### config.mk
export PLATFORM = sky130hd
export DESIGN_NAME = i2c_page_regs
export DESIGN_NICKNAME = d
export VERILOG_FILES = /design/src/rtl/i2c_pr_pkg.sv /design/src/rtl/i2c_pr_sync.sv /design/src/rtl/i2c_pr_engine.sv /design/src/rtl/i2c_pr_regfile.sv /design/src/rtl/i2c_page_regs.sv
export SDC_FILE = /design/constraint.sdc
export NUM_CORES = 1
export LEC_CHECK = 0
export ABC_AREA = 1
export CELL_PAD_IN_SITES_DETAIL_PLACEMENT = 0
export CELL_PAD_IN_SITES_GLOBAL_PLACEMENT = 1
export CORE_UTILIZATION = 26
export CTS_CLUSTER_SIZE = 20
export DETAILED_ROUTE_END_ITERATION = 10
export HOLD_SLACK_MARGIN = 0.02
export PLACE_DENSITY_LB_ADDON = 0.08
export SYNTH_ARGS = -nofsm -noshare
export SYNTH_HDL_FRONTEND = slang
export SYNTH_SLANG_ARGS = --single-unit
### constraint.sdc
create_clock -name clk -period 11.8 [get_ports clk]
set_clock_uncertainty 0.1 [all_clocks]
set_input_delay 1.77 -clock clk [delete_from_list [all_inputs] [get_ports clk]]
set_output_delay 1.77 -clock clk [all_outputs]
set_load 0.02 [all_outputs]
### src/rtl/i2c_pr_pkg.sv
package i2c_pr_pkg;

  // fixed upper bits of the bus address; bits 2:1 come from straps
  localparam logic [4:0] DEV_PREFIX    = 5'b11100;
  localparam logic [6:0] PAGE_SEL_ADDR = 7'h7F;
  localparam logic [6:0] STATUS_ADDR   = 7'h7E;

  typedef enum logic [3:0] {
    ST_IDLE,
    ST_ADDR,
    ST_ACK_AW,
    ST_ACK_AR,
    ST_PTR,
    ST_ACK_PTR,
    ST_WDATA,
    ST_ACK_WD,
    ST_RDATA,
    ST_RACK
  } bus_state_e;

endpackage

### src/rtl/i2c_pr_sync.sv
module i2c_pr_sync #(
  parameter int SYNC_STAGES = 2
) (
  input  logic clk,
  input  logic rst_n,
  input  logic scl_i,
  input  logic sda_i,
  output logic rst_sync_n,
  output logic scl_s,
  output logic sda_s,
  output logic scl_rise,
  output logic scl_fall,
  output logic start_det,
  output logic stop_det
);

  logic [SYNC_STAGES-1:0] rst_pipe_q;
  logic [SYNC_STAGES-1:0] scl_pipe_q;
  logic [SYNC_STAGES-1:0] sda_pipe_q;
  logic                   scl_last_q;
  logic                   sda_last_q;

  // reset asserts at once and releases after SYNC_STAGES edges
  always_ff @(posedge clk or negedge rst_n) begin
    if (!rst_n) rst_pipe_q <= '0;
    else        rst_pipe_q <= {rst_pipe_q[SYNC_STAGES-2:0], 1'b1};
  end

  assign rst_sync_n = rst_pipe_q[SYNC_STAGES-1];

  // an idle bus is high on both lines
  always_ff @(posedge clk or negedge rst_sync_n) begin
    if (!rst_sync_n) begin
      scl_pipe_q <= '1;
      sda_pipe_q <= '1;
      scl_last_q <= 1'b1;
      sda_last_q <= 1'b1;
    end else begin
      scl_pipe_q <= {scl_pipe_q[SYNC_STAGES-2:0], scl_i};
      sda_pipe_q <= {sda_pipe_q[SYNC_STAGES-2:0], sda_i};
      scl_last_q <= scl_s;
      sda_last_q <= sda_s;
    end
  end

  assign scl_s     = scl_pipe_q[SYNC_STAGES-1];
  assign sda_s     = sda_pipe_q[SYNC_STAGES-1];
  assign scl_rise  = scl_s & ~scl_last_q;
  assign scl_fall  = ~scl_s & scl_last_q;
  assign start_det = scl_s & scl_last_q & sda_last_q & ~sda_s;
  assign stop_det  = scl_s & scl_last_q & ~sda_last_q & sda_s;

endmodule

### src/rtl/i2c_pr_engine.sv
module i2c_pr_engine
  import i2c_pr_pkg::*;
(
  input  logic       clk,
  input  logic       rst_n,
  input  logic       scl_rise,
  input  logic       scl_fall,
  input  logic       sda_s,
  input  logic       start_det,
  input  logic       stop_det,
  input  logic [1:0] strap_i,
  input  logic [7:0] rd_data_i,
  output logic [6:0] ptr_o,
  output logic       auto_inc_o,
  output logic       wr_en_o,
  output logic [7:0] wr_data_o,
  output logic       sda_oe_o
);

  localparam logic [3:0] BITS_PER_BYTE = 4'd8;

  bus_state_e state_q, state_d;
  logic [3:0] cnt_q, cnt_d;
  logic [7:0] sh_q, sh_d;
  logic [6:0] ptr_q, ptr_d;
  logic       inc_q, inc_d;
  logic       oe_q, oe_d;
  logic       mack_q, mack_d;
  logic       addr_hit;

  assign addr_hit = (sh_q[7:1] == {DEV_PREFIX, strap_i});

  always_comb begin
    state_d = state_q;
    cnt_d   = cnt_q;
    sh_d    = sh_q;
    ptr_d   = ptr_q;
    inc_d   = inc_q;
    oe_d    = oe_q;
    mack_d  = mack_q;
    wr_en_o = 1'b0;
    if (stop_det) begin
      state_d = ST_IDLE;
      oe_d    = 1'b0;
    end else if (start_det) begin
      state_d = ST_ADDR;
      cnt_d   = 4'd0;
      oe_d    = 1'b0;
    end else begin
      case (state_q)
        ST_ADDR, ST_PTR, ST_WDATA: begin
          if (scl_rise && cnt_q != BITS_PER_BYTE) begin
            sh_d  = {sh_q[6:0], sda_s};
            cnt_d = cnt_q + 4'd1;
          end else if (scl_fall && cnt_q == BITS_PER_BYTE) begin
            cnt_d = 4'd0;
            case (state_q)
              ST_ADDR: begin
                if (addr_hit) begin
                  oe_d    = 1'b1;
                  state_d = sh_q[0] ? ST_ACK_AR : ST_ACK_AW;
                end else begin
                  state_d = ST_IDLE;
                end
              end
              ST_PTR: begin
                ptr_d   = sh_q[6:0];
                inc_d   = sh_q[7];
                oe_d    = 1'b1;
                state_d = ST_ACK_PTR;
              end
              default: begin
                wr_en_o = 1'b1;
                if (inc_q) ptr_d = ptr_q + 7'd1;
                oe_d    = 1'b1;
                state_d = ST_ACK_WD;
              end
            endcase
          end
        end
        ST_ACK_AW, ST_ACK_PTR, ST_ACK_WD: begin
          if (scl_fall) begin
            oe_d    = 1'b0;
            state_d = (state_q == ST_ACK_AW) ? ST_PTR : ST_WDATA;
          end
        end
        ST_ACK_AR: begin
          if (scl_fall) begin
            sh_d    = rd_data_i;
            oe_d    = ~rd_data_i[7];
            cnt_d   = 4'd0;
            state_d = ST_RDATA;
          end
        end
        ST_RDATA: begin
          if (scl_rise) begin
            cnt_d = cnt_q + 4'd1;
          end else if (scl_fall) begin
            if (cnt_q == BITS_PER_BYTE) begin
              oe_d    = 1'b0;
              if (inc_q) ptr_d = ptr_q + 7'd1;
              state_d = ST_RACK;
            end else begin
              sh_d = {sh_q[6:0], 1'b0};
              oe_d = ~sh_q[6];
            end
          end
        end
        ST_RACK: begin
          if (scl_rise) begin
            mack_d = ~sda_s;
          end else if (scl_fall) begin
            if (mack_q) begin
              sh_d    = rd_data_i;
              oe_d    = ~rd_data_i[7];
              cnt_d   = 4'd0;
              state_d = ST_RDATA;
            end else begin
              state_d = ST_IDLE;
            end
          end
        end
        default: ;
      endcase
    end
  end

  always_ff @(posedge clk or negedge rst_n) begin
    if (!rst_n) begin
      state_q <= ST_IDLE;
      cnt_q   <= 4'd0;
      sh_q    <= 8'd0;
      ptr_q   <= 7'd0;
      inc_q   <= 1'b0;
      oe_q    <= 1'b0;
      mack_q  <= 1'b0;
    end else begin
      state_q <= state_d;
      cnt_q   <= cnt_d;
      sh_q    <= sh_d;
      ptr_q   <= ptr_d;
      inc_q   <= inc_d;
      oe_q    <= oe_d;
      mack_q  <= mack_d;
    end
  end

  assign ptr_o      = ptr_q;
  assign auto_inc_o = inc_q;
  assign wr_data_o  = sh_q;
  assign sda_oe_o   = oe_q;

endmodule

### src/rtl/i2c_pr_regfile.sv
module i2c_pr_regfile
  import i2c_pr_pkg::*;
#(
  parameter int NUM_PAGES = 4,
  parameter int NUM_REGS  = 8
) (
  input  logic                          clk,
  input  logic                          rst_n,
  input  logic                          wr_en_i,
  input  logic [6:0]                    addr_i,
  input  logic [7:0]                    wr_data_i,
  input  logic [7:0]                    status_i,
  output logic [7:0]                    rd_data_o,
  output logic [$clog2(NUM_PAGES)-1:0]  page_o
);

  localparam int         PAGE_W  = $clog2(NUM_PAGES);
  localparam int         FLAT_W  = NUM_PAGES * NUM_REGS * 8;
  localparam logic [6:0] REG_LIM = 7'(NUM_REGS);

  logic [PAGE_W-1:0] page_q, page_d;
  logic [FLAT_W-1:0] flat;
  int                rd_idx;

  // page select register
  always_comb begin
    page_d = page_q;
    if (wr_en_i && addr_i == PAGE_SEL_ADDR) page_d = wr_data_i[PAGE_W-1:0];
  end

  always_ff @(posedge clk or negedge rst_n) begin
    if (!rst_n) page_q <= '0;
    else        page_q <= page_d;
  end

  // per-page storage, one byte per page and address
  for (genvar p = 0; p < NUM_PAGES; p++) begin : g_page
    for (genvar r = 0; r < NUM_REGS; r++) begin : g_reg
      localparam logic [PAGE_W-1:0] PG = PAGE_W'(p);
      localparam logic [6:0]        RA = 7'(r);
      logic       hit;
      logic [7:0] byte_q;
      assign hit = wr_en_i && (page_q == PG) && (addr_i == RA);
      always_ff @(posedge clk or negedge rst_n) begin
        if (!rst_n)   byte_q <= 8'd0;
        else if (hit) byte_q <= wr_data_i;
      end
      assign flat[(p*NUM_REGS + r)*8 +: 8] = byte_q;
    end
  end

  always_comb begin
    rd_idx    = int'(page_q) * NUM_REGS + int'(addr_i);
    rd_data_o = 8'd0;
    if (addr_i == PAGE_SEL_ADDR) begin
      rd_data_o[PAGE_W-1:0] = page_q;
    end else if (addr_i == STATUS_ADDR) begin
      rd_data_o = status_i;
    end else if (addr_i < REG_LIM) begin
      rd_data_o = flat[rd_idx*8 +: 8];
    end
  end

  assign page_o = page_q;

endmodule

### src/rtl/i2c_page_regs.sv
module i2c_page_regs #(
  parameter int NUM_PAGES   = 4,
  parameter int NUM_REGS    = 8,
  parameter int SYNC_STAGES = 2
) (
  input  logic                          clk,
  input  logic                          rst_n,
  input  logic                          scl_i,
  input  logic                          sda_i,
  input  logic [1:0]                    strap_i,
  input  logic [7:0]                    status_i,
  output logic                          sda_oe_o,
  output logic [$clog2(NUM_PAGES)-1:0]  page_o
);

  localparam int PAGE_W = $clog2(NUM_PAGES);

  logic       rst_sync_n;
  logic       scl_s;
  logic       sda_s;
  logic       scl_rise;
  logic       scl_fall;
  logic       start_det;
  logic       stop_det;
  logic [6:0] reg_ptr;
  logic       auto_inc;
  logic       wr_en;
  logic [7:0] wr_data;
  logic [7:0] rd_data;
  logic [PAGE_W-1:0] page;

  i2c_pr_sync #(.SYNC_STAGES(SYNC_STAGES)) u_sync (
    .clk        (clk),
    .rst_n      (rst_n),
    .scl_i      (scl_i),
    .sda_i      (sda_i),
    .rst_sync_n (rst_sync_n),
    .scl_s      (scl_s),
    .sda_s      (sda_s),
    .scl_rise   (scl_rise),
    .scl_fall   (scl_fall),
    .start_det  (start_det),
    .stop_det   (stop_det)
  );

  i2c_pr_engine u_engine (
    .clk        (clk),
    .rst_n      (rst_sync_n),
    .scl_rise   (scl_rise),
    .scl_fall   (scl_fall),
    .sda_s      (sda_s),
    .start_det  (start_det),
    .stop_det   (stop_det),
    .strap_i    (strap_i),
    .rd_data_i  (rd_data),
    .ptr_o      (reg_ptr),
    .auto_inc_o (auto_inc),
    .wr_en_o    (wr_en),
    .wr_data_o  (wr_data),
    .sda_oe_o   (sda_oe_o)
  );

  i2c_pr_regfile #(.NUM_PAGES(NUM_PAGES), .NUM_REGS(NUM_REGS)) u_regs (
    .clk       (clk),
    .rst_n     (rst_sync_n),
    .wr_en_i   (wr_en),
    .addr_i    (reg_ptr),
    .wr_data_i (wr_data),
    .status_i  (status_i),
    .rd_data_o (rd_data),
    .page_o    (page)
  );

  assign page_o = page;

endmodule

==> flow_metrics.env, run 1 <==
export IMPL_holdBufCountCts=0
export IMPL_place_congestion=0.785
export IMPL_worstSkewPairLatency_ns=0.56
export IMPL_fmaxAchievable_mhz=261
export IMPL_netlist_instances=1725
export IMPL_p_leak_nw=6.85
export IMPL_multiInputGateArea_sq_um=5840
export IMPL_path_class="register to register"
export IMPL_setup_tns_ns=0
export IMPL_nets=1721
export IMPL_regArea_sq_um=7320
export IMPL_antenna_found_initial=2
export IMPL_period_share_pct=32.5
export IMPL_ys_seq_elements=292
export IMPL_num_vias=11667
export IMPL_ys_types=32
export IMPL_grt_pass1_vias=11749
export IMPL_area_delta_synth_final_pct=15.0
export IMPL_holdCritPathClass="register to asynchronous set/reset pin"
export IMPL_drive_gt1_share_pct=7.93
export IMPL_vias_per_cell=4.83
export IMPL_worstMarginPinSlew_ns=1.48
export IMPL_finalNonFillerCells=2415
export IMPL_diodes=0
export IMPL_p_per_area_nw_per_um2=170
export IMPL_avgSynthCellArea_sq_um=8.00
export IMPL_grt_ovfl_total=0
export IMPL_violations="max-capacitance violations"
export IMPL_p_sw_share_pct=31.4
export IMPL_drt_iter0_markers=918
export IMPL_dp_cells=2347
export IMPL_maxCapViolCount=1
export IMPL_path_max_fanout=69
export IMPL_grt_start_max_net_pins=132
export IMPL_end_kind="register"
export IMPL_drc=0
export IMPL_die_area_sq_um=54000
export IMPL_die_y_um=232
export IMPL_design_portCount=17
export IMPL_core_area_sq_um=52400
export IMPL_rows=84
export IMPL_synth_top_area_share_pct=51.9
export IMPL_htreeDepth=2
export IMPL_cts_resized=0
export IMPL_ir_worst_vdd_mv=0.101
export IMPL_critPathMaxStageDelay_ns=1.16
export IMPL_syn_num_nets=1747
export IMPL_clock_sinks=292
export IMPL_cts_tree="done"
export IMPL_wirelength_um=50300
export IMPL_critPathArrivalTime_ns=4.19
export IMPL_fin_crit_ns=3.84
export IMPL_rsz0062_at_grt="false"
export IMPL_grt_pass1_wl_um=77300
export IMPL_cp_slowest_cell="nor3_1"
export IMPL_syn_area_sq_um=13800
export IMPL_synth_area_top_cells="dfrtp_1 (52%), nand2_1 (14%), o21ai_0 (13%)"
export IMPL_die_x_um=232
export IMPL_relSlewSlack_pct=0.895
export IMPL_final_area_sq_um=15900
export IMPL_synth_area_leader_cell="dfrtp_1"
export IMPL_portBuffers=16
export IMPL_cts_setup_buffers=0
export IMPL_hold_viol_final=0
export IMPL_first_pass_iters=5
export IMPL_grtUsageTotal_pct=19.2
export IMPL_seq_power_share_pct=39.2
export IMPL_setup_viol=0
export IMPL_placed_area_sq_um=14600
export IMPL_cts_buffers=38
export IMPL_root_buffer="clkbuf_16"
export IMPL_required_ns=12.15
export IMPL_p_sw_w=0.000848
export IMPL_p_int_w=0.00185
export IMPL_critPathLaunchType="register"
export IMPL_cts_max_path_buffers=3
export IMPL_cts_clk_slew_worst_paths_ns=0.06
export IMPL_ant_nets=0
export IMPL_avgRoutedWirePerCell_um=20.8
export IMPL_pwr_share_comb_pct=16.4
export IMPL_cp_cell_sequence="inv_4 -> ha_1 -> inv_1 -> nor3_1 -> nand2_2 -> o21ai_0"
export IMPL_status="finished with violations"
export IMPL_hpwl_um=30700
export IMPL_finalMaxSlewViolations=0
export IMPL_seq_area_frac_synth_pct=53.0
export IMPL_clkPwrFrac_pct=44.4
export IMPL_yosysWarnings=0
export IMPL_start_util_pct=26.3
export IMPL_fill_cells=5673
[state kept, by name (all words and copies together), names as in the netlist]
signal and cells:
u_engine.auto_inc_o 1, u_engine.cnt_q 4, u_engine.mack_q 1, u_engine.ptr_o 7, u_engine.sda_oe_o 1, u_engine.state_q 4
u_engine.wr_data_o 8, u_regs.g_page.g.byte_q 256, u_regs.page_o 2, u_sync.rst_pipe_q 2, u_sync.scl_last_q 1, u_sync.scl_pipe_q 2
u_sync.sda_last_q 1, u_sync.sda_pipe_q 2
[cell usage in the layout, fill, tap and decap left out, types with 6 or more instances in the layout]
cell,n
nand3_1,88
nand2_1,503
clkdlybuf4s50_1,16
nand2_2,32
o211ai_1,18
inv_1,52
dfrtp_1,283
o21ai_1,8
o21ai_0,364
clkbuf_8,9
a21oi_1,76
clkbuf_1,13
ha_1,7
clkbuf_16,41
nor3_1,8
nand4_1,9
dfstp_2,6
buf_4,23
nor2_1,129
[cells in the mapped netlist]
| cell | n |
|---|---|
| o211ai_1 | 18 |
| nand2_2 | 32 |
| a211oi_1 | 1 |
| o221ai_1 | 1 |
| fa_1 | 1 |
| clkinv_1 | 3 |
| a31o_2 | 1 |
| nor3_1 | 11 |
| nand2_1 | 503 |
| xor2_1 | 4 |
| clkbuf_1 | 67 |
| nor3_4 | 5 |
| nand4_1 | 9 |
| nor2_4 | 1 |
| nor2_2 | 1 |
| inv_1 | 53 |
| a31oi_1 | 4 |
| nand2_4 | 1 |
| buf_1 | 5 |
| nor2_1 | 130 |
| inv_2 | 2 |
| ha_1 | 7 |
| nand3_1 | 88 |
| buf_2 | 34 |
| o21ai_0 | 364 |
| or2_2 | 1 |
| a21oi_1 | 76 |
| dfstp_2 | 6 |
| o22ai_1 | 1 |
| dfrtp_1 | 286 |
| o21ai_1 | 8 |
| conb_1 | 1 |
[cell type report]
type / instances / area share [%]
sequential: 292 / 46.1
inverter: 58 / 1.39
clock inverter: 5 / 0.473
clock buffer: 63 / 7.55
multi-input combinational: 1269 / 36.8
tap: 688 / 5.42
timing repair buffer: 40 / 2.22
[per-stage QoR]
step                      setup slack, ns  hold WS, ns  total power, W  util [%]
after global placement               8.06        0.154         0.00153      27.8
after detailed placement             8.02        0.155         0.00153      27.8
after global routing                 7.78        0.176         0.00283      30.3
after floorplan                      2.97        0.231         0.00132         -
after CTS                            8.00        0.159         0.00275      30.3
final                                7.96        0.141         0.00270      30.3
[metal layers]
layer | routed length [um] | vias up | GRT usage (%) | share of wire, %
met2 | 23200 | 225 | 30.8 | 46
met3 | 1780 | 67 | 2.50 | 3.5
li1 | - | 5657 | - | -
met4 | 1040 | 0 | 5.26 | 2.1
met1 | 24300 | 5718 | 27.0 | 48
met5 | 0 | - | 0 | 0
[power by group through the flow]
stage	registers, W	logic (W)	clock network [W]
global placement	0.00107	0.000459	0
floorplan	0.00108	0.000237	0
global route	0.00106	0.000501	0.00127
CTS	0.00106	0.000455	0.00124
finish	0.00106	0.000443	0.00120
detailed placement	0.00107	0.000454	0
[worst paths after layout]
| check | from | to | slack (ns) | cells after the start |
|---|---|---|---|---|
| max in group asynchronous | u_sync.rst_pipe_q[1] | u_regs.g_page[1].g_reg[2].byte_q[5] | 10.06 | 1 |
| hold / removal | u_sync.rst_pipe_q[1] | u_regs.g_page[0].g_reg[6].byte_q[3] | 0.14 | 0 |
| setup / recovery | u_engine.ptr_o[0] | u_regs.g_page[1].g_reg[6].byte_q[7] | 7.96 | 6 |
| hold reg to reg | u_sync.rst_pipe_q[1] | u_regs.g_page[0].g_reg[6].byte_q[3] | 0.14 | 0 |
| setup reg to reg | u_engine.ptr_o[0] | u_regs.g_page[1].g_reg[6].byte_q[7] | 7.96 | 6 |
| min in group clk | u_sync.rst_pipe_q[0] | u_sync.rst_pipe_q[1] | 0.25 | 0 |
[worst max-delay path, delay by kind of cell (launching register included)]
family | cells | cell delay, ns
and+or+nand+nor | 2 | 1.63
buffers and inverters | 2 | 0.72
DFF | 1 | 0.64
AOI/OAI and AO/OA | 1 | 0.30
adders and majority gates | 1 | 0.26
[cell families (layout without fill, tap and decap cells)]
| family | Yosys count | count (layout) | share of synthesized area [%] |
|---|---|---|---|
| AOI/OAI and AO/OA | 474 | 474 | 17.6 |
| xor gates and xnor gates | 4 | 4 | 0.254 |
| adders and majority gates | 8 | 8 | 0.780 |
| buffers and inverters | 164 | 166 | 4.77 |
| DFF | 292 | 292 | 53.0 |
| other | 1 | 1 | 0.0272 |
| and+or+nand+nor | 782 | 782 | 23.5 |
Note: power is estimated with default switching activity, not from simulation.
==> run 2: changes to the inputs <==
==> constraint.sdc (replaced) <==
create_clock -name clk -period 4 [get_ports clk]
set_clock_uncertainty 0.1 [all_clocks]
set_input_delay 0.6 -clock clk [delete_from_list [all_inputs] [get_ports clk]]
set_output_delay 0.6 -clock clk [all_outputs]
set_load 0.02 [all_outputs]
==> run 2 against run 1 <==
Compared with the run above:
- via count fell by 1.1%
- largest power group unchanged
- global-route usage is 0.31 points lower
- final area up 0.62%
- the flow now finishes without violations
- total power rose to 2.9 times the previous value
- register-to-register slack got worse by 6.9 ns
==> flow_metrics.env, run 2 (same netlist as run 1, synthesis figures left out) <==
export IMPL_cts_resized=0
export IMPL_portBuffers=16
export IMPL_final_area_sq_um=16000
export IMPL_cp_top_family="buffers and inverters"
export IMPL_cts_tree="done"
export IMPL_worst_slack_ns=1.03
export IMPL_root_buffer="clkbuf_16"
export IMPL_cts_clk_slew_worst_paths_ns=0.06
export IMPL_setup_viol=0
export IMPL_clock_sinks=292
export IMPL_vias_per_cell=4.75
export IMPL_cpMostUsedCell="nand2_1"
export IMPL_die_x_um=232
export IMPL_grt_pass1_vias=11752
export IMPL_placed_area_sq_um=14800
export IMPL_path_max_fanout=16
export IMPL_drt_iter0_markers=794
export IMPL_startpoint="u_regs.page_o[0]"
export IMPL_antenna_found_initial=2
export IMPL_p_leak_nw=6.92
export IMPL_cts_max_path_buffers=3
export IMPL_design_portCount=17
export IMPL_cp_cell_sequence="ha_1 -> inv_1 -> fa_1 -> buf_4 -> inv_1 -> nand2_1 -> a21oi_1 -> o21ai_0 -> nand3_1 -> nand3_1 -> nand2_1 -> nand2_1 -> a21oi_1"
export IMPL_maxCapViolCount=0
export IMPL_setup_tns_ns=0
export IMPL_cts_buffers=38
export IMPL_die_area_sq_um=54000
export IMPL_holdCritPathClass="input port to asynchronous set/reset pin"
export IMPL_final_common_cell="nand2_1"
export IMPL_avgRoutedWirePerCell_um=20.2
export IMPL_worstSkewPairLatency_ns=0.55
export IMPL_drive_gt1_share_pct=8.44
export IMPL_path_buf_inv=3
export IMPL_grt_ovfl_total=0
export IMPL_r2r_start="u_regs.page_o[0]"
export IMPL_relSlewSlack_pct=52.6
export IMPL_fmaxAchievable_mhz=336
export IMPL_grtUsageTotal_pct=18.9
export IMPL_p_per_area_nw_per_um2=484
export IMPL_hold_viol_final=0
export IMPL_reg2reg_depth=13
export IMPL_largest_register="u_regs.g_page.g.byte_q"
export IMPL_die_y_um=232
export IMPL_worstMarginPinSlew_ns=0.710
export IMPL_wirelength_um=49100
export IMPL_grt_pass1_wl_um=76500
export IMPL_first_pass_iters=5
export IMPL_ir_worst_vdd_mv=0.329
export IMPL_end_kind="register"
export IMPL_critPathArrivalTime_ns=3.33
export IMPL_period_share_pct=74.3
export IMPL_largest_reg_flops=256
export IMPL_drc=0
export IMPL_nets=1738
export IMPL_critPathLaunchType="register"
export IMPL_diodes=0
export IMPL_cp_slowest_cell="dfrtp_1"
export IMPL_fin_crit_ns=2.97
export IMPL_holdBufCountCts=0
export IMPL_mostFrequentLayoutCells="nand2_1 (503), o21ai_0 (364), dfrtp_1 (283)"
export IMPL_path_class="register to register"
export IMPL_num_vias=11537
export IMPL_place_congestion=0.787
export IMPL_ant_nets=0
export IMPL_required_ns=4.36
export IMPL_finalMaxSlewViolations=0
export IMPL_critPathMaxStageDelay_ns=0.54
export IMPL_cts_setup_buffers=0
export IMPL_grt_start_max_net_pins=71
export IMPL_status="finished clean"
export IMPL_htreeDepth=2
export IMPL_path_depth=13
export IMPL_dp_slack_ns=1.06
export IMPL_hpwl_um=30800
export IMPL_rsz0062_at_grt="false"
export IMPL_area_delta_synth_final_pct=15.8
export IMPL_rows=84
export IMPL_start_util_pct=26.3
export IMPL_core_area_sq_um=52400
run 2: cell count changes in the layout (fill, tap and decap cells not counted):
cell / before / now
buf_12: 1 / 7
nor3_1: 8 / 11
clkinv_2: 3 / 0
buf_4: 23 / 34
clkbuf_8: 9 / 12
clkbuf_16: 41 / 38
nor3_2: 3 / 0
clkinv_8: 0 / 1
clkbuf_1: 13 / 14
bufinv_16: 2 / 0
run 2: worst register-to-register path: stages, from the launching register on:
cell and delay, ns:
dfrtp_1 0.54, ha_1 0.20, inv_1 0.05, fa_1 0.42, buf_4 0.22, inv_1 0.42
nand2_1 0.12, a21oi_1 0.12, o21ai_0 0.12, nand3_1 0.19, nand3_1 0.13, nand2_1 0.09
nand2_1 0.05, a21oi_1 0.13
run 2: per-stage QoR:
stage | util (%) | total power (W) | std cells | hold slack (ns)
floorplan | - | 0.00389 | 1725 | 0.204
global placement | 28.2 | 0.00452 | 2364 | 0.235
detailed placement | 28.2 | 0.00450 | 2364 | 0.239
CTS | 30.5 | 0.00791 | 2429 | 0.0738
global route | 30.5 | 0.00815 | 2429 | 0.0826
finish | 30.5 | 0.00773 | 2429 | 0.108
run 2: cell type report:
| cell class | count | area, sq um |
|---|---|---|
| clock buffer | 64 | 1170 |
| clock inverter | 1 | 16.3 |
| inverter | 58 | 220 |
| tap | 688 | 861 |
| fill | 5675 | 36500 |
| sequential | 292 | 7320 |
| multi-input combinational | 1269 | 5830 |
| timing repair buffer | 57 | 556 |
run 2: path summary, 6_finish.rpt:
path | slack (ns) | to
worst max-delay path | 1.03 | u_engine.wr_data_o[2]
worst min-delay path | 0.11 | u_sync.rst_pipe_q[1]
worst max register to register | 1.03 | u_engine.wr_data_o[2]
worst min register to register | 0.25 | u_sync.rst_pipe_q[1]
max in group asynchronous | 2.57 | u_sync.sda_pipe_q[0]
min in group clk | 0.25 | u_sync.rst_pipe_q[1]
run 2: layer usage:
metal  wire length (um)  track usage (%)  up-vias  part of all wire (%)
met1              24400             27.0     5631                    50
met2              21800             29.4      161                    44
li1                   -                -     5676                     -
met4               1470             6.06        0                   3.0
met3               1380             2.58       69                   2.8
met5                  0                0        -                     0
run 2: power by group:
part / internal (W) / switching [W] / leakage (nW)
Sequential: 0.00304 / 0.0000849 / 3.99
Clock: 0.00197 / 0.00134 / 0.578
Combinational: 0.000254 / 0.00104 / 2.35
Total: 0.00527 / 0.00247 / 6.92
==> run 3: changes to the inputs <==
==> constraint.sdc (replaced) <==
create_clock -name clk -period 3 [get_ports clk]
set_clock_uncertainty 0.1 [all_clocks]
set_input_delay 0.45 -clock clk [delete_from_list [all_inputs] [get_ports clk]]
set_output_delay 0.45 -clock clk [all_outputs]
set_load 0.02 [all_outputs]
==> run 3 against run 2 <==
Compared with the run above:
- final area is 2.6% higher
- utilization is 0.78 points higher
- count of clock-buffer cells in the layout is 3 lower
- non-clock buffer count is 39 higher
- cell count is 1.7% higher
- global-route usage is 0.21 points higher
- critical path type unchanged
==> flow_metrics.env, run 3 (same netlist as run 1, synthesis figures left out) <==
export IMPL_cp_cell_sequence="inv_4 -> buf_12 -> buf_4 -> nor2_1 -> o21ai_0 -> o21ai_0 -> nand3_1 -> nand3_1 -> nand2_1 -> nand2_1 -> a21oi_1"
export IMPL_htreeDepth=2
export IMPL_vias_per_cell=4.72
export IMPL_nets=1778
export IMPL_cts_clk_slew_worst_paths_ns=0.06
export IMPL_worstHoldStart="sda_i"
export IMPL_wirelength_um=49700
export IMPL_grt_start_max_net_pins=74
export IMPL_grt_pass1_wl_um=77200
export IMPL_path_depth=11
export IMPL_worstMarginPinSlew_ns=0.637
export IMPL_r2r_start="u_engine.ptr_o[0]"
export IMPL_fin_util_pct=31.2
export IMPL_grtUsageTotal_pct=19.1
export IMPL_worstSkewPairLatency_ns=0.55
export IMPL_largest_reg_flops=256
export IMPL_largest_register="u_regs.g_page.g.byte_q"
export IMPL_cts_resized=0
export IMPL_cp_top_family="compound AO/OA/AOI/OAI gates"
export IMPL_rows=84
export IMPL_final_area_sq_um=16400
export IMPL_mostFrequentLayoutCells="nand2_1 (503), o21ai_0 (364), dfrtp_1 (283)"
export IMPL_fill_cells=5624
export IMPL_drive_gt1_share_pct=10.9
export IMPL_place_congestion=0.774
export IMPL_p_leak_nw=7.16
export IMPL_cts_max_path_buffers=3
export IMPL_cts_buffers=39
export IMPL_worst_slack_ns=0.243
export IMPL_dp_slack_ns=0.261
export IMPL_period_share_pct=91.9
export IMPL_status="finished clean"
export IMPL_num_vias=11667
export IMPL_cp_slowest_cell="dfrtp_4"
export IMPL_grt_pass1_vias=11728
export IMPL_p_per_area_nw_per_um2=645
export IMPL_relSlewSlack_pct=57.4
export IMPL_hold_path_depth=1
export IMPL_critPathArrivalTime_ns=3.13
export IMPL_avgRoutedWirePerCell_um=20.1
export IMPL_finalMaxSlewViolations=0
export IMPL_r2r_setup_slack_ns=0.24
export IMPL_core_area_sq_um=52400
export IMPL_first_pass_iters=5
export IMPL_clock_sinks=292
export IMPL_placed_area_sq_um=15100
export IMPL_path_buf_inv=3
export IMPL_reg2reg_depth=11
export IMPL_drt_iter0_markers=822
export IMPL_ir_worst_vdd_mv=0.502
export IMPL_path_max_fanout=42
export IMPL_die_y_um=232
export IMPL_design_portCount=17
export IMPL_path_class="register to register"
export IMPL_area_delta_synth_final_pct=18.7
export IMPL_holdCritPathClass="input port to register"
export IMPL_required_ns=3.38
export IMPL_start_util_pct=26.3
export IMPL_diodes=0
export IMPL_finalPower_w=0.0106
export IMPL_min_to="u_sync.sda_pipe_q[0]"
export IMPL_setup_viol=0
export IMPL_portBuffers=16
export IMPL_critPathMaxStageDelay_ns=0.57
export IMPL_fmaxAchievable_mhz=363
export IMPL_antenna_found_initial=1
export IMPL_critPathLaunchType="register"
export IMPL_rsz0062_at_grt="false"
export IMPL_root_buffer="clkbuf_16"
export IMPL_end_kind="register"
export IMPL_hpwl_um=32500
export IMPL_fin_crit_ns=2.76
export IMPL_grt_ovfl_total=0
export IMPL_cts_tree="done"
export IMPL_die_area_sq_um=54000
export IMPL_r2r_end="u_engine.wr_data_o[3]"
export IMPL_final_common_cell="nand2_1"
export IMPL_maxCapViolCount=0
export IMPL_drc=0
export IMPL_die_x_um=232
export IMPL_ant_nets=0
export IMPL_hold_viol_final=0
## run 3: changes by cell type in the layout (fill, tap and decap cells not counted)
cell / change
buf_12: +3
dlygate4sd3_1: +1
clkinv_4: +1
clkbuf_1: -6
clkinv_8: -1
clkinv_2: +6
clkbuf_16: +3
buf_4: +35
## run 3: metrics by stage
stage | instances | setup TNS [ns] | hold WS (ns)
final | 2471 | 0 | 0.210
after global routing | 2471 | 0 | 0.199
after CTS | 2470 | 0 | 0.179
after detailed placement | 2401 | 0 | 0.242
after global placement | 2401 | 0 | 0.234
after floorplan | 1725 | -1.90 | 0.0544
## run 3: cell type report
class / instances / area [sq um] / share of cell area (%)
Tap cell: 688 / 861 / 5.26
Sequential cell: 292 / 7320 / 44.7
Clock buffer: 61 / 1220 / 7.46
Multi-Input combinational cell: 1269 / 5830 / 35.6
Timing Repair Buffer: 96 / 888 / 5.42
Clock inverter: 7 / 38.8 / 0.237
Inverter: 58 / 220 / 1.34
## run 3: worst max-delay path by stage
stage,start,end,slack (ns)
global route,u_engine.ptr_o[0],u_engine.wr_data_o[3],0.09
floorplan,u_sync.rst_pipe_q[1],u_engine.auto_inc_o,-0.007
global placement,u_engine.ptr_o[1],u_regs.g_page[2].g_reg[4].byte_q[4],0.27
detailed placement,u_engine.ptr_o[0],u_engine.wr_data_o[3],0.26
finish,u_engine.ptr_o[0],u_engine.wr_data_o[3],0.24
CTS,u_engine.ptr_o[0],u_engine.wr_data_o[3],0.23
## run 3: repair_timing
item / in CTS / in global routing
setup buffers: 0 / 1
hold buffers: 1 / 0
hold endpoints to repair: 2 / 0
endpoints found under the setup margin: 0 / 22
## run 3: power by group
group / switching [W] / internal (W) / leakage [nW] / total, W
sequential: 0.000108 / 0.00405 / 3.99 / 0.00416
clock: 0.00183 / 0.00278 / 0.629 / 0.00461
combinational: 0.00142 / 0.000367 / 2.54 / 0.00179
total: 0.00336 / 0.00720 / 7.16 / 0.0106
## run 3: metal layers
| metal | up-vias | track usage, % | part of all wire (%) | wire length [um] |
|---|---|---|---|---|
| met2 | 172 | 29.7 | 45 | 22500 |
| met3 | 57 | 2.70 | 3.3 | 1650 |
| li1 | 5748 | - | - | - |
| met4 | 0 | 5.78 | 2.3 | 1140 |
| met1 | 5690 | 27.4 | 49 | 24500 |
| met5 | - | 0 | 0 | 0 |
## run 3: worst reg2reg max path, cell delays in order (launching register included)
cell and delay (ns):
dfrtp_4 0.57, inv_4 0.11, buf_12 0.24, buf_4 0.31, nor2_1 0.09, o21ai_0 0.40, o21ai_0 0.22, nand3_1 0.16
nand3_1 0.17, nand2_1 0.12, nand2_1 0.05, a21oi_1 0.14
